--- config.mk ---
export PLATFORM = sky130hd
export DESIGN_NAME = hdr_tap
export DESIGN_NICKNAME = d
export VERILOG_FILES = /design/src/rtl/hdr_tap_pkg.sv /design/src/rtl/hdr_tap_fifo.sv /design/src/rtl/hdr_tap_dp.sv /design/src/rtl/hdr_tap_ctl.sv /design/src/rtl/hdr_tap.sv
export SDC_FILE = /design/constraint.sdc
export NUM_CORES = 1
export LEC_CHECK = 0
export BUFFER_PORTS_ARGS = -buffer_cell sky130_fd_sc_hd__buf_2
export CAP_MARGIN = 10
export CORE_UTILIZATION = 45
export CTS_CLUSTER_DIAMETER = 80
export DETAILED_ROUTE_END_ITERATION = 10
export HOLD_SLACK_MARGIN = 0.06
export SETUP_SLACK_MARGIN = 0.1
export SLEW_MARGIN = 10
export SYNTH_ARGS = -nofsm -noshare
export SYNTH_HDL_FRONTEND = slang
export SYNTH_HIERARCHICAL = 1
export SYNTH_SLANG_ARGS = --single-unit
export TNS_END_PERCENT = 1
--- constraint.sdc ---
create_clock -name clk -period 3.75 [get_ports clk]
set_clock_uncertainty 0.1 [all_clocks]
set_input_delay 0.75 -clock clk [delete_from_list [all_inputs] [get_ports clk]]
set_output_delay 0.75 -clock clk [all_outputs]
set_load 0.05 [all_outputs]
--- src/rtl/hdr_tap_pkg.sv ---
package hdr_tap_pkg;

  localparam int GROUPS = 5;
  localparam int G_HUFF  = 0;
  localparam int G_QUANT = 1;
  localparam int G_RSTDF = 2;
  localparam int G_TEXT  = 3;
  localparam int G_FRAME = 4;

  localparam logic [1:0] TAG_NONE  = 2'b00;
  localparam logic [1:0] TAG_START = 2'b10;
  localparam logic [1:0] TAG_END   = 2'b01;

  localparam logic [7:0] BYTE_MARK  = 8'hFF;
  localparam logic [7:0] BYTE_STUFF = 8'h00;
  localparam logic [7:0] CODE_START = 8'hD8;
  localparam logic [7:0] CODE_END   = 8'hD9;
  localparam logic [7:0] CODE_SCAN  = 8'hDA;

  typedef enum logic [2:0] {
    ST_SEEK,    // marker mode, waiting for 0xFF
    ST_MARK,    // 0xFF seen in marker mode
    ST_LENH,    // next byte: length high
    ST_LENL,    // next byte: length low
    ST_BODY,    // payload bytes
    ST_SCAN,    // entropy-coded data
    ST_SCANFF   // 0xFF seen inside entropy data
  } tapState_e;

  // Strobes from control to datapath
  typedef struct packed {
    logic       pushPair;   // queue 0xFF and the current code
    logic       pushOne;    // queue the current byte
    logic [1:0] tag;        // label for a pushed pair
    logic       sampleMask; // capture the group selector
    logic       loadHi;     // capture length high byte
    logic       loadLen;    // load payload counter
    logic       stepBody;   // one payload byte consumed
  } tapCtl_t;

  // Codes that stand alone, without a length field
  function automatic logic isStandalone(input logic [7:0] code);
    return (code == 8'h01) || (code[7:3] == 5'b11010);
  endfunction

  // One-hot group of a length-carrying marker code, zero when in no group
  function automatic logic [GROUPS-1:0] groupHot(input logic [7:0] code);
    logic [GROUPS-1:0] g;
    g = '0;
    if (code == 8'hC4)
      g[G_HUFF] = 1'b1;
    else if (code == 8'hDB)
      g[G_QUANT] = 1'b1;
    else if (code == 8'hDD)
      g[G_RSTDF] = 1'b1;
    else if (code == 8'hFE || code[7:4] == 4'hE)
      g[G_TEXT] = 1'b1;
    else if ((code[7:4] == 4'hC && code != 8'hC8 && code != 8'hCC) ||
             code == CODE_SCAN || code == 8'hDC)
      g[G_FRAME] = 1'b1;
    return g;
  endfunction

endpackage

--- src/rtl/hdr_tap_fifo.sv ---
module hdr_tap_fifo #(
  parameter int DEPTH = 16,
  parameter int WIDTH = 10
) (
  input  logic             clk,
  input  logic             rstN,
  input  logic             wrA,
  input  logic [WIDTH-1:0] dA,
  input  logic             wrB,
  input  logic [WIDTH-1:0] dB,
  input  logic             rdReq,
  output logic [WIDTH-1:0] rdData,
  output logic             rdValid,
  output logic             almostFull
);

  localparam int AW = (DEPTH > 1) ? $clog2(DEPTH) : 1;
  localparam int CW = $clog2(DEPTH + 1);

  logic [WIDTH-1:0] mem [DEPTH];
  logic [AW-1:0]    wrPtr, rdPtr, wrNext;
  logic [CW-1:0]    cnt;
  logic             pop;
  logic [CW-1:0]    nPush;

  function automatic logic [AW-1:0] bump(input logic [AW-1:0] p);
    return (p == AW'(DEPTH - 1)) ? '0 : p + AW'(1);
  endfunction

  assign wrNext     = bump(wrPtr);
  assign pop        = rdReq && (cnt != '0);
  assign nPush      = CW'(wrA) + CW'(wrB);
  assign rdData     = mem[rdPtr];
  assign rdValid    = (cnt != '0);
  assign almostFull = (cnt >= CW'(DEPTH - 1));

  always_ff @(posedge clk) begin
    if (wrA) mem[wrPtr]  <= dA;
    if (wrB) mem[wrNext] <= dB;
  end

  always_ff @(posedge clk or negedge rstN) begin
    if (!rstN) begin
      wrPtr <= '0;
      rdPtr <= '0;
      cnt   <= '0;
    end else begin
      if (wrA && wrB)  wrPtr <= bump(wrNext);
      else if (wrA)    wrPtr <= wrNext;
      if (pop)         rdPtr <= bump(rdPtr);
      cnt <= cnt + nPush - CW'(pop);
    end
  end

  // an unread head entry stays put
  p_hold_r5: assert property (@(posedge clk) disable iff (!rstN)
    (rdValid && !rdReq) |=> (rdValid && $stable(rdData)));

  // pair writes only with two free slots, single writes with one
  p_no_overflow_r6: assert property (@(posedge clk) disable iff (!rstN)
    wrB |-> (cnt <= CW'(DEPTH - 2)));

  p_single_room_r6: assert property (@(posedge clk) disable iff (!rstN)
    wrA |-> (cnt <= CW'(DEPTH - 1)));

endmodule

--- src/rtl/hdr_tap_dp.sv ---
module hdr_tap_dp
  import hdr_tap_pkg::*;
#(
  parameter int DEPTH = 16
) (
  input  logic              clk,
  input  logic              rstN,
  input  tapCtl_t           ctl,
  input  logic [7:0]        inByte,
  input  logic [GROUPS-1:0] maskIn,
  input  logic              pull,
  input  logic              inStream,
  output logic [GROUPS-1:0] maskQ,
  output logic              lenShort,
  output logic              lastBody,
  output logic              inReady,
  output logic [7:0]        outByte,
  output logic              outAvail,
  output logic [1:0]        imgMark
);

  localparam int ENTRY_W = 10;

  logic [7:0]         hiQ;
  logic [15:0]        remQ;
  logic [15:0]        lenFull;
  logic               wrA, wrB;
  logic [ENTRY_W-1:0] dA, dB, rdData;
  logic               rdValid, almostFull;

  assign lenFull  = {hiQ, inByte};
  assign lenShort = (lenFull <= 16'd2);
  assign lastBody = (remQ == 16'd1);

  always_ff @(posedge clk or negedge rstN) begin
    if (!rstN) begin
      maskQ <= '0;
      hiQ   <= '0;
      remQ  <= '0;
    end else begin
      if (ctl.sampleMask) maskQ <= maskIn;
      if (ctl.loadHi)     hiQ   <= inByte;
      if (ctl.loadLen)    remQ  <= lenFull - 16'd2;
      else if (ctl.stepBody) remQ <= remQ - 16'd1;
    end
  end

  assign wrA = ctl.pushPair || ctl.pushOne;
  assign wrB = ctl.pushPair;
  assign dA  = ctl.pushPair ? {ctl.tag, BYTE_MARK} : {TAG_NONE, inByte};
  assign dB  = {ctl.tag, inByte};

  hdr_tap_fifo #(.DEPTH(DEPTH), .WIDTH(ENTRY_W)) uFifo (
    .clk        (clk),
    .rstN       (rstN),
    .wrA        (wrA),
    .dA         (dA),
    .wrB        (wrB),
    .dB         (dB),
    .rdReq      (pull),
    .rdData     (rdData),
    .rdValid    (rdValid),
    .almostFull (almostFull)
  );

  assign inReady  = !almostFull;
  assign outAvail = rdValid;
  assign outByte  = rdData[7:0];
  assign imgMark  = rdValid ? rdData[9:8] : TAG_NONE;

  // selector held for the rest of a stream
  p_mask_hold_r3: assert property (@(posedge clk) disable iff (!rstN)
    (inStream && !ctl.sampleMask) |=> $stable(maskQ));

  // payload stepping never runs past the length field
  p_body_count_r9: assert property (@(posedge clk) disable iff (!rstN)
    ctl.stepBody |-> (remQ != 16'd0));

endmodule

--- src/rtl/hdr_tap_ctl.sv ---
module hdr_tap_ctl
  import hdr_tap_pkg::*;
(
  input  logic              clk,
  input  logic              rstN,
  input  logic [7:0]        inByte,
  input  logic              inValid,
  input  logic              inReady,
  input  logic [GROUPS-1:0] maskQ,
  input  logic              lenShort,
  input  logic              lastBody,
  output tapCtl_t           ctl,
  output logic              inStream
);

  tapState_e state, stateNext, afterSeg, resume;
  logic      fwdQ, fwdNext, sosQ, sosNext;
  logic      acc, endSeen;

  assign acc = inValid && inReady;

  always_comb begin
    stateNext      = state;
    fwdNext        = fwdQ;
    sosNext        = sosQ;
    endSeen        = 1'b0;
    ctl            = '0;
    ctl.sampleMask = acc && !inStream;
    afterSeg       = sosQ ? ST_SCAN : ST_SEEK;
    resume         = (state == ST_SCANFF) ? ST_SCAN : ST_SEEK;
    if (acc) begin
      case (state)
        ST_SEEK:  if (inByte == BYTE_MARK) stateNext = ST_MARK;
        ST_SCAN:  if (inByte == BYTE_MARK) stateNext = ST_SCANFF;
        ST_MARK, ST_SCANFF: begin
          if (inByte == BYTE_MARK) begin
            stateNext = state;                       // fill byte
          end else if (inByte == BYTE_STUFF || isStandalone(inByte)) begin
            stateNext = resume;
          end else if (inByte == CODE_START || inByte == CODE_END) begin
            ctl.pushPair = |maskQ;
            ctl.tag      = (inByte == CODE_START) ? TAG_START : TAG_END;
            endSeen      = (inByte == CODE_END);
            stateNext    = ST_SEEK;
          end else begin
            fwdNext      = |(groupHot(inByte) & maskQ);
            ctl.pushPair = fwdNext;
            sosNext      = (inByte == CODE_SCAN);
            stateNext    = ST_LENH;
          end
        end
        ST_LENH: begin
          ctl.loadHi  = 1'b1;
          ctl.pushOne = fwdQ;
          stateNext   = ST_LENL;
        end
        ST_LENL: begin
          ctl.loadLen = 1'b1;
          ctl.pushOne = fwdQ;
          stateNext   = lenShort ? afterSeg : ST_BODY;
        end
        ST_BODY: begin
          ctl.stepBody = 1'b1;
          ctl.pushOne  = fwdQ;
          if (lastBody) stateNext = afterSeg;
        end
        default: stateNext = ST_SEEK;
      endcase
    end
  end

  always_ff @(posedge clk or negedge rstN) begin
    if (!rstN) begin
      state    <= ST_SEEK;
      fwdQ     <= 1'b0;
      sosQ     <= 1'b0;
      inStream <= 1'b0;
    end else begin
      state <= stateNext;
      fwdQ  <= fwdNext;
      sosQ  <= sosNext;
      if (acc) inStream <= !endSeen;
    end
  end

  // an accepted end code closes the stream and returns to marker mode
  p_end_closes_r4: assert property (@(posedge clk) disable iff (!rstN)
    (acc && (state == ST_MARK || state == ST_SCANFF) && inByte == CODE_END)
      |=> (state == ST_SEEK && !inStream));

  // ordinary entropy bytes keep the scan going
  p_scan_stay_r8: assert property (@(posedge clk) disable iff (!rstN)
    (acc && state == ST_SCAN && inByte != BYTE_MARK) |=> (state == ST_SCAN));

endmodule

--- src/rtl/hdr_tap.sv ---
module hdr_tap
  import hdr_tap_pkg::*;
#(
  parameter int DEPTH = 16
) (
  input  logic       clk,
  input  logic       rstN,
  input  logic [4:0] maskIn,
  input  logic [7:0] inByte,
  input  logic       inValid,
  output logic       inReady,
  output logic [7:0] outByte,
  output logic       outAvail,
  input  logic       pull,
  output logic [1:0] imgMark
);

  tapCtl_t           ctl;
  logic              inStream;
  logic [GROUPS-1:0] maskQ;
  logic              lenShort, lastBody;

  hdr_tap_ctl uCtl (
    .clk      (clk),
    .rstN     (rstN),
    .inByte   (inByte),
    .inValid  (inValid),
    .inReady  (inReady),
    .maskQ    (maskQ),
    .lenShort (lenShort),
    .lastBody (lastBody),
    .ctl      (ctl),
    .inStream (inStream)
  );

  hdr_tap_dp #(.DEPTH(DEPTH)) uDp (
    .clk      (clk),
    .rstN     (rstN),
    .ctl      (ctl),
    .inByte   (inByte),
    .maskIn   (maskIn),
    .pull     (pull),
    .inStream (inStream),
    .maskQ    (maskQ),
    .lenShort (lenShort),
    .lastBody (lastBody),
    .inReady  (inReady),
    .outByte  (outByte),
    .outAvail (outAvail),
    .imgMark  (imgMark)
  );

endmodule

==> qor.json, run 1 <==
{
  "status": {"value": "finished clean"},
  "regToRegSetupSlack": {"value": 250, "unit": "ps"},
  "met3_wl": {"value": 1.75, "unit": "mm"},
  "yosysMostFrequentCell": {"value": "mux2_2"},
  "netSwitchingFraction": {"value": 0.366},
  "drt_iter0_markers": {"value": 648},
  "maxCapViolCount": {"value": 0},
  "max_fclk": {"value": 283, "unit": "MHz"},
  "setup-violations-final": {"value": 0},
  "synth_enable_flop_cells": {"value": 160},
  "die_footprint": {"value": 27100, "unit": "sq um"},
  "grt_overflow": {"value": 0},
  "worst-r2r-cell-count": {"value": 11},
  "post_detailed_route_wirelength_per_cell": {"value": 23.6, "unit": "um"},
  "max-clock-path-buffers": {"value": 3},
  "initial_antenna_violation_count": {"value": 0},
  "period_minus_slack": {"value": 3540, "unit": "ps"},
  "final_hold_viol_count": {"value": 0},
  "timing.critical_path.to_type": {"value": "primary output"},
  "cell_internal_pwr": {"value": 5.46, "unit": "mW"},
  "detailedRoute.firstPassIterationCount": {"value": 5},
  "cp_max_fo": {"value": 25},
  "met1_length": {"value": 14.6, "unit": "mm"},
  "cts_post_setup_buffers_inserted": {"value": 0},
  "drcViolationCount": {"value": 0},
  "vdd_drop_max": {"value": 362, "unit": "uV"},
  "grt_first_pass_wirelength": {"value": 48.3, "unit": "mm"},
  "coreArea": {"value": 26000, "unit": "sq um"},
  "die-width": {"value": 164, "unit": "um"},
  "final_cell_area": {"value": 13800, "unit": "sq um"},
  "yosys.area.top_type_share": {"value": 0.404},
  "tritoncts.num_buffers": {"value": 25},
  "unrepaired_setup_endpoints_after_global_routing": {"value": "yes"},
  "slew_headroom": {"value": 0.390},
  "cp_max_stage_cell": {"value": "dfrtp_4"},
  "critPathMaxStageDelay": {"value": 650, "unit": "ps"},
  "routed.top_layer": {"value": "met4"},
  "finalSetupTns": {"value": 0, "unit": "ps"},
  "clkPwrFrac": {"value": 0.275},
  "synthesis.nets": {"value": 945},
  "start_util": {"value": 0.457},
  "seq_area_frac_synth": {"value": 0.505},
  "cpLargestDelayFamily": {"value": "buffers and inverters"},
  "post_synth_inst_count": {"value": 908},
  "core.rowCount": {"value": 59},
  "grt_use_total": {"value": 0.240},
  "cts.reportedPaths.clkPinSlew": {"value": 60, "unit": "ps"},
  "critical_path_buf_inv_count": {"value": 3},
  "wl_met2": {"value": 14.4, "unit": "mm"},
  "cellLeakagePower": {"value": 4.99, "unit": "nW"},
  "cts.htree.levels": {"value": 1},
  "combinational_fraction_of_design_power": {"value": 0.369},
  "post_synth.cell_area_avg": {"value": 13.1, "unit": "sq um"},
  "power_per_cell_area": {"value": 625, "unit": "nW/um^2"},
  "place.port_buffers": {"value": 28},
  "cts_tree": {"value": "yes"},
  "n_antenna_cell": {"value": 0},
  "postSynth.asyncResetShare": {"value": 0.231},
  "synth.area.top_cells": {"value": "edfxtp_1 (40%), mux2_2 (16%), dfrtp_1 (10%)"},
  "netlist.top_cell.by_area": {"value": "edfxtp_1"},
  "yosysWarningCount": {"value": 6},
  "route.final.wire_length": {"value": 31.7, "unit": "mm"},
  "postPlaceCellArea": {"value": 13000, "unit": "sq um"},
  "drive_above_1_share": {"value": 0.387},
  "fin_crit_sh": {"value": 0.943},
  "synth.ff_latch_count": {"value": 208},
  "reg2reg_from": {"value": "uDp/uFifo/cnt[2]$_DFF_PN0_"},
  "post_synth_most_frequent_cells": {"value": "mux2_2 (173), edfxtp_1 (160), dfrtp_1 (48)"},
  "place_hpwl": {"value": 20.6, "unit": "mm"},
  "cp_data_arrival_time": {"value": 2690, "unit": "ps"},
  "dp.cells": {"value": 1296},
  "netlist-cell-type-count": {"value": 80},
  "synthesis.area": {"value": 11900, "unit": "sq um"},
  "filler_cell_count": {"value": 2196},
  "gp_congestion": {"value": 0.849},
  "syn2layout_area_growth": {"value": 15.8, "unit": "%"},
  "grt_max_degree": {"value": 39},
  "cp.required": {"value": 2900, "unit": "ps"},
  "first_global_vias": {"value": 7939},
  "p_seq_frac": {"value": 0.356},
  "route.antenna.remaining_nets": {"value": 0},
  "vias": {"value": 8027},
  "holdCritPathClass": {"value": "primary input to async pin"},
  "nets_finish": {"value": 1025},
  "postSynth.topFlopCell": {"value": "edfxtp_1"},
  "critical_path_class": {"value": "register to primary output"},
  "post_detailed_route_via_to_cell_ratio": {"value": 5.98},
  "critical_path.cell_chain": {"value": "buf_12 -> mux2i_1 -> a221oi_1 -> buf_4 -> a22oi_1 -> nand2_1 -> buf_2"},
  "boundaryPins": {"value": 29},
  "switchingPower": {"value": 3.14, "unit": "mW"},
  "cts_root_buf": {"value": "clkbuf_16"},
  "clock_sink_count": {"value": 208},
  "clk_latency": {"value": 520, "unit": "ps"},
  "drv_slew": {"value": 0},
  "timing.critical_path.from_type": {"value": "register"},
  "slew_of_the_pin_with_the_lowest_slew_margin": {"value": 915, "unit": "ps"},
  "endpoint_of_the_worst_register_to_register_path": {"value": "uDp/uFifo/mem[9][9]$_DFFE_PP_"},
  "die-height": {"value": 164, "unit": "um"},
  "stdcell_count": {"value": 1342}
}
-- worst reg2reg max path, stage by stage (launching register included) --
cell and delay, ps:
dfrtp_1 420, ha_1 210, a22oi_1 160, o21ai_0 100
inv_1 100, nand2_1 100, or3_4 410, buf_4 160
or4_4 460, nor3_2 210, and2_1 640, mux2_2 300
-- metal layers --
| layer | global-route usage | up-vias |
|---|---|---|
| li1 | - | 3677 |
| met1 | 0.345 | 4037 |
| met2 | 0.376 | 247 |
| met3 | 0.0319 | 66 |
| met4 | 0.0751 | 0 |
| met5 | 0 | - |
-- worst max path at each step --
stage	startpoint	to	slack, ps	depth (start not counted)
2_1_floorplan	uDp/uFifo/cnt[1]$_DFF_PN0_	uDp/uFifo/mem[15][0]$_DFFE_PP_	-90	13
3_3_place_gp	inByte[3]	uDp/uFifo/mem[2][1]$_DFFE_PP_	20	12
3_5_place_dp	inByte[3]	uDp/uFifo/cnt[4]$_DFF_PN0_	9	17
4_1_cts	uDp/uFifo/rdPtr[0]$_DFFE_PN0P_	outByte[7]	140	7
5_1_grt	uDp/uFifo/rdPtr[0]$_DFFE_PN0P_	outByte[7]	60	7
6_report	uDp/uFifo/rdPtr[0]$_DFFE_PN0P_	outByte[7]	210	7
-- layout make-up --
type                       count  area (sq um)  area share
sequential                   208          6010       0.437
multi-input combinational    609          5500       0.400
inverter                      26          97.6     0.00709
clock inverter                18           156      0.0114
clock buffer                  28           637      0.0463
tap                          335           419      0.0305
timing repair buffer         118           941      0.0684
-- sequential cells by signal (all words and copies together) (netlist names), 3 cells and up --
register,count
uDp/uFifo/rdPtr,4
uDp/uFifo/wrPtr,4
uDp/hiQ,8
uDp/uFifo/mem,160
uDp/remQ,16
uDp/uFifo/cnt,5
uCtl/state,3
uDp/maskQ,5
-- power groups by stage --
stage,Sequential (mW),Combinational [mW],Clock (mW)
after floorplan,2.93,2.34,0
after global placement,3.10,3.15,0
after detailed placement,3.10,3.16,0
after CTS,3.06,3.18,2.41
after global routing,3.10,3.44,2.50
final,3.06,3.17,2.36
-- stage by stage --
stage	power (mW)	util	hold slack, ps	setup slack (ps)
after floorplan	5.27	-	354	-93.5
after global placement	6.25	0.499	382	22.7
after detailed placement	6.27	0.499	393	8.96
after CTS	8.65	0.530	298	136
after global routing	9.04	0.530	347	62.5
final	8.60	0.530	263	215
-- cells in the final DEF, fill, tap and decap left out, types with 6 or more instances in the layout --
master	netlist	final
o22ai_1	11	11
inv_1	24	24
o21ai_0	31	31
mux2i_1	45	45
mux2_2	173	173
a22oi_1	12	12
xor2_1	17	17
clkinv_1	2	12
ha_1	18	18
nor2_4	8	8
xnor2_1	10	10
edfxtp_1	160	160
or2_2	11	11
dfrtp_1	48	47
buf_2	15	28
buf_12	0	10
a21oi_1	19	18
and2_1	7	7
nand2b_1	10	10
nand3_1	9	9
a221oi_1	20	20
buf_4	5	80
mux4_2	20	20
nor2_1	10	10
nor2b_1	6	6
nand2_1	44	44
a31oi_1	6	6
o211ai_1	8	8
clkbuf_16	0	25
nor3_1	15	13
nor4_1	6	6
nand4_1	6	6
-- cell families (layout without fill, tap and decap cells) --
group                    Yosys count  in the layout  share of synthesized area
AO/OA/AOI/OAI                    145            145                     0.0869
XOR/XNOR                          27             27                     0.0199
adder cells (fa/ha/maj)           20             20                     0.0223
buffers and inverters             91            190                     0.0338
flip-flops                       208            208                      0.505
multiplexers                     241            241                      0.243
AND/OR/NAND/NOR                  176            176                     0.0890
-- timing repair --
item | in CTS | in global routing
setup endpoints to repair | 0 | 3
hold buffers | 0 | 0
resized for setup | 0 | 1
Power figures use the tool's default switching activity.
==> run 2: changes to the inputs <==
Settings changed: CORE_UTILIZATION 45 to 57, PLACE_DENSITY from default to 0.77.
==> run 2 against run 1 <==
Fmax down 2.2%. Combinational power fell by 2%. Die area down 21%. Via count is essentially flat. Highest routed layer unchanged.
==> qor.json, run 2 (same netlist as run 1, synthesis figures left out) <==
{
  "largest_reg_flops": {"value": 160, "change": "unchanged"},
  "critical_path.cell_chain": {"value": "buf_4 -> and2_2 -> a221oi_1 -> a22oi_1 -> nand2_1 -> and2_1 -> buf_2"},
  "maxCapViolCount": {"value": 0, "change": "unchanged"},
  "cellLeakagePower": {"value": 4.89, "unit": "nW", "change": "-2.0%"},
  "timing.critical_path.from_type": {"value": "register"},
  "cp_data_arrival_time": {"value": 2760, "unit": "ps", "change": "+70 ps"},
  "cts_tree": {"value": "yes"},
  "fin_crit_sh": {"value": 0.964, "change": "+0.0210"},
  "route.antenna.remaining_nets": {"value": 0, "change": "unchanged"},
  "gp_congestion": {"value": 0.886, "change": "+4.5%"},
  "mostFrequentLayoutCell": {"value": "mux2_2"},
  "regToRegSetupSlack": {"value": 400, "unit": "ps", "change": "+150 ps"},
  "setup-violations-final": {"value": 0, "change": "unchanged"},
  "boundaryPins": {"value": 29, "change": "unchanged"},
  "filler_cell_count": {"value": 1441, "change": "-34%"},
  "power_per_cell_area": {"value": 626, "unit": "nW/um^2", "change": "+0.18%"},
  "coreArea": {"value": 20400, "unit": "sq um", "change": "-22%"},
  "hold_ws": {"value": 283, "unit": "ps", "change": "+20.4 ps"},
  "holdCritPathClass": {"value": "primary input to async pin"},
  "routed.top_layer": {"value": "met4"},
  "nets_finish": {"value": 1011, "change": "-1.4%"},
  "unrepaired_setup_endpoints_after_global_routing": {"value": "yes"},
  "tritoncts.num_buffers": {"value": 23, "change": "-8.0%"},
  "drt_iter0_markers": {"value": 822, "change": "+27%"},
  "largest-register": {"value": "uDp/uFifo/mem"},
  "cp_max_fo": {"value": 20, "change": "-20%"},
  "timing.critical_path.to_type": {"value": "primary output"},
  "n_antenna_cell": {"value": 0, "change": "unchanged"},
  "grt_use_total": {"value": 0.284, "change": "+0.0438"},
  "slew_of_the_pin_with_the_lowest_slew_margin": {"value": 947, "unit": "ps", "change": "+31.8 ps"},
  "layout_common_cells": {"value": "mux2_2 (173), edfxtp_1 (160), buf_4 (74), dfrtp_1 (47), mux2i_1 (45)"},
  "status": {"value": "finished clean"},
  "max-clock-path-buffers": {"value": 3, "change": "unchanged"},
  "grt_max_degree": {"value": 40, "change": "+2.6%"},
  "final_hold_viol_count": {"value": 0, "change": "unchanged"},
  "core.rowCount": {"value": 52, "change": "-12%"},
  "cts.reportedPaths.clkPinSlew": {"value": 60, "unit": "ps", "change": "about the same"},
  "critPathMaxStageDelay": {"value": 540, "unit": "ps", "change": "-110 ps"},
  "cts.htree.levels": {"value": 1, "change": "unchanged"},
  "place.port_buffers": {"value": 28, "change": "unchanged"},
  "drive_above_1_share": {"value": 0.382, "change": "-0.00485"},
  "clk_latency": {"value": 520, "unit": "ps", "change": "about the same"},
  "finalSetupTns": {"value": 0, "unit": "ps", "change": "unchanged"},
  "met3_wl": {"value": 2.11, "unit": "mm", "change": "+20%"},
  "cpLargestDelayFamily": {"value": "compound AO/OA/AOI/OAI gates"},
  "syn2layout_area_growth": {"value": 13.5, "unit": "%"},
  "cp.required": {"value": 2900, "unit": "ps", "change": "about the same"},
  "route.final.wire_length": {"value": 29.5, "unit": "mm", "change": "-7.0%"},
  "cts_root_buf": {"value": "clkbuf_16"},
  "clock_sink_count": {"value": 208, "change": "unchanged"},
  "wl_met2": {"value": 13.9, "unit": "mm", "change": "-3.1%"},
  "met1_length": {"value": 12.7, "unit": "mm", "change": "-13%"},
  "initial_antenna_violation_count": {"value": 0, "change": "unchanged"},
  "max_fclk": {"value": 277, "unit": "MHz", "change": "-2.2%"},
  "critical_path_buf_inv_count": {"value": 2, "change": "-1"},
  "biggest_regs": {"value": "uDp/uFifo/mem (160), uDp/remQ (16), uDp/hiQ (8)"},
  "final_cell_area": {"value": 13500, "unit": "sq um", "change": "-2.1%"},
  "die-height": {"value": 146, "unit": "um", "change": "-11%"},
  "drv_slew": {"value": 0, "change": "unchanged"},
  "cp_max_stage_cell": {"value": "a221oi_1"},
  "detailedRoute.firstPassIterationCount": {"value": 5, "change": "unchanged"},
  "die_footprint": {"value": 21400, "unit": "sq um", "change": "-21%"},
  "die-width": {"value": 146, "unit": "um", "change": "-11%"},
  "critical_path_class": {"value": "register to primary output"},
  "place_hpwl": {"value": 19.1, "unit": "mm", "change": "-7.5%"},
  "slew_headroom": {"value": 0.369, "change": "-0.0212"},
  "grt_first_pass_wirelength": {"value": 46.1, "unit": "mm", "change": "-4.5%"},
  "start_util": {"value": 0.583, "change": "+0.126"},
  "postPlaceCellArea": {"value": 12700, "unit": "sq um", "change": "-2.2%"},
  "vdd_drop_max": {"value": 333, "unit": "uV", "change": "-8.2%"},
  "post_detailed_route_via_to_cell_ratio": {"value": 6.37, "change": "+6.5%"},
  "first_global_vias": {"value": 8062, "change": "+1.5%"},
  "period_minus_slack": {"value": 3610, "unit": "ps", "change": "+78.6 ps"},
  "post_detailed_route_wirelength_per_cell": {"value": 23.4, "unit": "um", "change": "-1.0%"},
  "post_cts_hold_buffer_count": {"value": 0, "change": "unchanged"},
  "vias": {"value": 8031, "change": "+0.050%"},
  "grt_overflow": {"value": 0, "change": "unchanged"},
  "drcViolationCount": {"value": 0, "change": "unchanged"}
}
## run 2: changes by cell type in the layout (fill, tap and decap cells not counted), moves of 2 or more
cell,before,now
buf_12,10,3
nor3_2,3,1
buf_4,80,74
clkinv_1,12,4
clkbuf_16,25,23
nor3_1,13,15
clkbuf_1,3,7
## run 2: through the flow
step | utilization | setup slack [ps] | instances | power, mW
after floorplan | - | -93.5 | 908 | 5.27
after global placement | 0.623 | 66.6 | 1217 | 6.05
after detailed placement | 0.623 | -34.1 | 1217 | 6.11
after CTS | 0.661 | 178 | 1260 | 8.44
after global routing | 0.662 | 81.6 | 1261 | 8.85
final | 0.662 | 136 | 1261 | 8.44
## run 2: power by group
part | switching, mW | internal, mW | total [mW]
Sequential | 0.338 | 2.73 | 3.07
Clock | 0.907 | 1.36 | 2.27
Combinational | 1.85 | 1.25 | 3.10
Total | 3.10 | 5.34 | 8.44
## run 2: metal layers
| metal | vias up | GRT usage |
|---|---|---|
| met4 | 0 | 0.0922 |
| met5 | - | 0 |
| met3 | 50 | 0.0538 |
| li1 | 3655 | - |
| met2 | 305 | 0.453 |
| met1 | 4021 | 0.393 |
## run 2: what timing repair did
action / in CTS / in global routing
endpoints found under the setup margin: 7 / 13
pin swaps: 0 / 0
cloned: 0 / 0
buffers inserted: 1 / 1
gates resized for setup: 2 / 2
## run 2: cell type report
type | count | area, sq um | share of cell area
Timing Repair Buffer | 106 | 783 | 0.0581
Inverter | 26 | 97.6 | 0.00724
Multi-Input combinational cell | 609 | 5500 | 0.408
Tap cell | 270 | 338 | 0.0251
Clock buffer | 31 | 616 | 0.0457
Clock inverter | 11 | 138 | 0.0102
Sequential cell | 208 | 6010 | 0.446
## run 2: path summary, 6_finish.rpt
path / start / end / cells after the start
worst max-delay path: uDp/uFifo/rdPtr[2]$_DFFE_PN0P_ / imgMark[1] / 7
worst min-delay path: rstN / uDp/maskQ[3]$_DFFE_PN0P_ / 1
worst max register to register: uDp/uFifo/cnt[2]$_DFF_PN0_ / uDp/uFifo/cnt[4]$_DFF_PN0_ / 17
worst min register to register: uCtl/inStream$_DFFE_PN0P_ / uCtl/inStream$_DFFE_PN0P_ / 1
max in group asynchronous: rstN / uDp/remQ[13]$_DFFE_PN0P_ / 2
min in group clk: maskIn[3] / uDp/maskQ[3]$_DFFE_PN0P_ / 2
## run 2: worst reg2reg max path: stages, from the launching register on
cell and delay [ps]:
dfrtp_1 400, ha_1 200, a22oi_1 160, o21ai_0 90
inv_1 120, nand2_2 100, or3_4 400, a21oi_2 160
inv_1 90, ha_1 290, inv_1 70, fa_1 180
inv_1 60, fa_1 410, inv_1 70, a21oi_1 60
o21bai_1 150, xor2_1 160
==> run 3: changes to the inputs <==
Settings changed: ABC_AREA from default to 1, PLACE_DENSITY 0.77 to 0.78.
==> run 3 against run 2 <==
Synthesized area grew 0.34%. Routed wire length grew 14%. Synthesized cell count grew 60%. Sequential cell count is the same. Die area grew 0.34%. Via count grew 32%. Highest routed layer unchanged. Clock power shrank 10%. Sequential power shrank 2%.
==> qor.json, run 3 <==
{
  "setup-violations-final": {"value": 0, "change": "unchanged"},
  "status": {"value": "finished clean"},
  "cts_tree": {"value": "yes"},
  "worst_slack_setup_final": {"value": 137, "unit": "ps", "change": "+1.17 ps"},
  "fin_crit_sh": {"value": 0.963, "change": "about the same"},
  "endpoint_of_the_worst_register_to_register_path": {"value": "uDp/uFifo/mem[7][4]$_DFFE_PP_"},
  "holdCritPathClass": {"value": "primary input to async pin"},
  "filler_cell_count": {"value": 1667, "change": "+16%"},
  "yosys.area.top_type_share": {"value": 0.403, "change": "-0.00136"},
  "timing.critical_path.to_type": {"value": "primary output"},
  "worst-r2r-cell-count": {"value": 18, "change": "+1"},
  "max-clock-path-buffers": {"value": 3, "change": "unchanged"},
  "vias": {"value": 10600, "change": "+32%"},
  "biggest_regs": {"value": "uDp/uFifo/mem (160), uDp/remQ (16), uDp/hiQ (8)"},
  "drv_slew": {"value": 0, "change": "unchanged"},
  "critical_path_buf_inv_count": {"value": 3, "change": "+1"},
  "place_hpwl": {"value": 21.7, "unit": "mm", "change": "+14%"},
  "timing.critical_path.from_type": {"value": "register"},
  "cts_root_buf": {"value": "clkbuf_16"},
  "grt_max_degree": {"value": 83, "change": "+110%"},
  "boundaryPins": {"value": 29, "change": "unchanged"},
  "netlist.top_cell.by_area": {"value": "edfxtp_1"},
  "post_detailed_route_via_to_cell_ratio": {"value": 6.07, "change": "-4.7%"},
  "hold_ws": {"value": 253, "unit": "ps", "change": "-30.8 ps"},
  "cts.htree.levels": {"value": 1, "change": "unchanged"},
  "die-width": {"value": 147, "unit": "um", "change": "+0.17%"},
  "tritoncts.num_buffers": {"value": 22, "change": "-4.3%"},
  "initial_antenna_violation_count": {"value": 0, "change": "unchanged"},
  "die_footprint": {"value": 21500, "unit": "sq um", "change": "+0.34%"},
  "seq_area_frac_synth": {"value": 0.504, "change": "-0.00170"},
  "postSynth.topFlopCell": {"value": "edfxtp_1"},
  "cts.reportedPaths.clkPinSlew": {"value": 60, "unit": "ps", "change": "about the same"},
  "slew_headroom": {"value": 0.405, "change": "+0.0365"},
  "netSwitchingFraction": {"value": 0.434, "change": "+0.0669"},
  "core.rowCount": {"value": 52, "change": "unchanged"},
  "die-height": {"value": 147, "unit": "um", "change": "+0.17%"},
  "regToRegSetupSlack": {"value": 410, "unit": "ps", "change": "about the same"},
  "cell_internal_pwr": {"value": 4.89, "unit": "mW", "change": "-8.4%"},
  "postLayoutCoreUtil": {"value": 0.640, "change": "-0.0215"},
  "pre_cts_slack": {"value": 123, "unit": "ps", "change": "+157 ps"},
  "post_cts_hold_buffer_count": {"value": 0, "change": "unchanged"},
  "largest-register": {"value": "uDp/uFifo/mem"},
  "drive_above_1_share": {"value": 0.125, "change": "-0.257"},
  "cellLeakagePower": {"value": 5.42, "unit": "nW", "change": "+11%"},
  "syn2layout_area_growth": {"value": 9.40, "unit": "%"},
  "route.antenna.remaining_nets": {"value": 0, "change": "unchanged"},
  "final_hold_viol_count": {"value": 0, "change": "unchanged"},
  "cp_data_arrival_time": {"value": 2760, "unit": "ps", "change": "about the same"},
  "critical-path-top-cell-by-count": {"value": "o21ai_0"},
  "synth_enable_flop_cells": {"value": 160, "change": "unchanged"},
  "unrepaired_setup_endpoints_after_global_routing": {"value": "yes"},
  "synthesis.nets": {"value": 1492, "change": "+58%"},
  "vdd_drop_max": {"value": 353, "unit": "uV", "change": "+6.0%"},
  "synth.ff_latch_count": {"value": 208, "change": "unchanged"},
  "coreArea": {"value": 20400, "unit": "sq um", "change": "unchanged"},
  "cp_max_stage_cell": {"value": "o21ai_0"},
  "synthesis.area": {"value": 11900, "unit": "sq um", "change": "+0.34%"},
  "max_fclk": {"value": 277, "unit": "MHz", "change": "about the same"},
  "post_detailed_route_wirelength_per_cell": {"value": 19.2, "unit": "um", "change": "-18%"},
  "maxCapViolCount": {"value": 0, "change": "unchanged"},
  "first_global_vias": {"value": 9800, "change": "+22%"},
  "mostFrequentLayoutCell": {"value": "nand2_1"},
  "slew_of_the_pin_with_the_lowest_slew_margin": {"value": 891, "unit": "ps", "change": "-55.7 ps"},
  "cpLargestDelayFamily": {"value": "buffers and inverters"},
  "grt_use_total": {"value": 0.315, "change": "+0.0309"},
  "reg2reg_from": {"value": "uDp/uFifo/cnt[1]$_DFF_PN0_"},
  "gp_congestion": {"value": 0.914, "change": "+3.1%"},
  "post_synth_most_frequent_cells": {"value": "nand2_1 (418), o21ai_0 (203), edfxtp_1 (160)"},
  "drcViolationCount": {"value": 0, "change": "unchanged"},
  "route.final.wire_length": {"value": 33.6, "unit": "mm", "change": "+14%"},
  "clkPwrFrac": {"value": 0.236, "change": "-0.033"},
  "power_per_cell_area": {"value": 662, "unit": "nW/um^2", "change": "+5.8%"},
  "yosysMostFrequentCell": {"value": "nand2_1"},
  "grt_overflow": {"value": 0, "change": "unchanged"},
  "yosysWarningCount": {"value": 6, "change": "unchanged"},
  "postSynth.asyncResetShare": {"value": 0.231, "change": "unchanged"},
  "detailedRoute.firstPassIterationCount": {"value": 6, "change": "+1"},
  "p_seq_frac": {"value": 0.349, "change": "-0.015"},
  "cp_max_fo": {"value": 35, "change": "+75%"},
  "clock_sink_count": {"value": 208, "change": "unchanged"},
  "place.port_buffers": {"value": 28, "change": "unchanged"},
  "critPathLaunch": {"value": "uDp/uFifo/rdPtr[0]$_DFFE_PN0P_"},
  "drt_iter0_markers": {"value": 1488, "change": "+81%"},
  "critical_path_class": {"value": "register to primary output"},
  "grt_first_pass_wirelength": {"value": 52.3, "unit": "mm", "change": "+13%"},
  "switchingPower": {"value": 3.75, "unit": "mW", "change": "+21%"},
  "layout_common_cells": {"value": "nand2_1 (417), o21ai_0 (202), edfxtp_1 (160), nor2_1 (109), inv_1 (86)"},
  "critical_path.cell_chain": {"value": "clkinv_2 -> buf_4 -> o21ai_0 -> o22ai_1 -> o21ai_0 -> nand2_1 -> buf_2"},
  "synth.area.top_cells": {"value": "edfxtp_1 (40%), nand2_1 (13%), dfrtp_1 (10%)"},
  "n_antenna_cell": {"value": 0, "change": "unchanged"},
  "largest_reg_flops": {"value": 160, "change": "unchanged"},
  "start_util": {"value": 0.585, "change": "+0.00197"},
  "post_synth.cell_area_avg": {"value": 8.19, "unit": "sq um", "change": "-37%"},
  "nets_finish": {"value": 1500, "change": "+48%"},
  "combinational_fraction_of_design_power": {"value": 0.416, "change": "+0.048"},
  "period_minus_slack": {"value": 3610, "unit": "ps", "change": "-1.17 ps"},
  "post_synth_inst_count": {"value": 1455, "change": "+60%"},
  "clk_latency": {"value": 520, "unit": "ps", "change": "about the same"},
  "netlist-cell-type-count": {"value": 44, "change": "-45%"},
  "cp.required": {"value": 2900, "unit": "ps", "change": "about the same"},
  "critPathMaxStageDelay": {"value": 470, "unit": "ps", "change": "-70 ps"}
}
run 3: cells by family after synthesis:
group,Yosys count,synth area share
compound gates,338,0.148
xor+xnor,8,0.00588
fa+ha+maj,20,0.0223
buf+inv,201,0.0694
flops,208,0.504
mux,5,0.00472
simple gates,675,0.246
run 3: how the worst max path moves through the flow:
stage,endpoint,slack [ps],cells after the start
after CTS,uDp/uFifo/cnt[4]$_DFF_PN0_,130,20
after global placement,uDp/uFifo/cnt[4]$_DFF_PN0_,240,17
after global routing,outByte[7],110,7
after detailed placement,uDp/uFifo/cnt[4]$_DFF_PN0_,120,17
after floorplan,uDp/uFifo/mem[5][0]$_DFFE_PP_,-130,16
final,outByte[7],140,7
run 3: layout make-up:
cell class                      instances  area (sq um)  share of cell area
Timing Repair Buffer                   81           542              0.0415
Inverter                              104           392              0.0300
Tap cell                              270           338              0.0259
Sequential cell                       208          6010               0.461
Multi-Input combinational cell       1046          5110               0.392
Clock inverter                         11          83.8             0.00643
Clock buffer                           28           573              0.0439
run 3: layer usage:
metal | vias up | part of all wire | GRT usage
li1 | 4906 | - | -
met1 | 4954 | 0.39 | 0.444
met2 | 669 | 0.45 | 0.489
met3 | 76 | 0.12 | 0.0413
met4 | 0 | 0.036 | 0.134
met5 | - | 0 | 0
run 3: what timing repair did:
| item | CTS | global route |
|---|---|---|
| hold endpoints to repair | 0 | 0 |
| setup endpoints to repair | 0 | 131 |
| resized for setup | 0 | 9 |
| setup buffers | 0 | 0 |
run 3: metrics by stage:
stage,instance area [sq um],power (mW),cells,TNS [ps]
floorplan,11900,5.52,1455,-13730
global placement,12400,6.43,1709,0
detailed placement,12400,6.52,1709,0
CTS,13000,8.56,1748,0
global route,13000,9.09,1748,0
finish,13000,8.64,1748,0
run 3: power by group through the flow:
stage / sequential [mW] / clock (mW) / combinational, mW
4_1_cts: 3.00 / 2.05 / 3.51
3_5_place_dp: 3.04 / 0 / 3.48
6_report: 3.01 / 2.04 / 3.59
3_3_place_gp: 3.03 / 0 / 3.40
5_1_grt: 3.04 / 2.14 / 3.90
2_1_floorplan: 2.95 / 0 / 2.57
run 3: worst reg2reg max path, cell delays in order (launching register included):
cell     delay [ps]
dfrtp_2         450
ha_1            220
a21oi_1         140
a21oi_1         100
inv_1            90
nand2_2         130
inv_1           120
nand2_1          90
nor2_4          110
nand2_2          80
nor2_1           90
nand2_1          70
inv_2           100
buf_4           190
nand2_1         110
inv_1           190
nand2_2         270
o21ai_0         170
buf_4           230
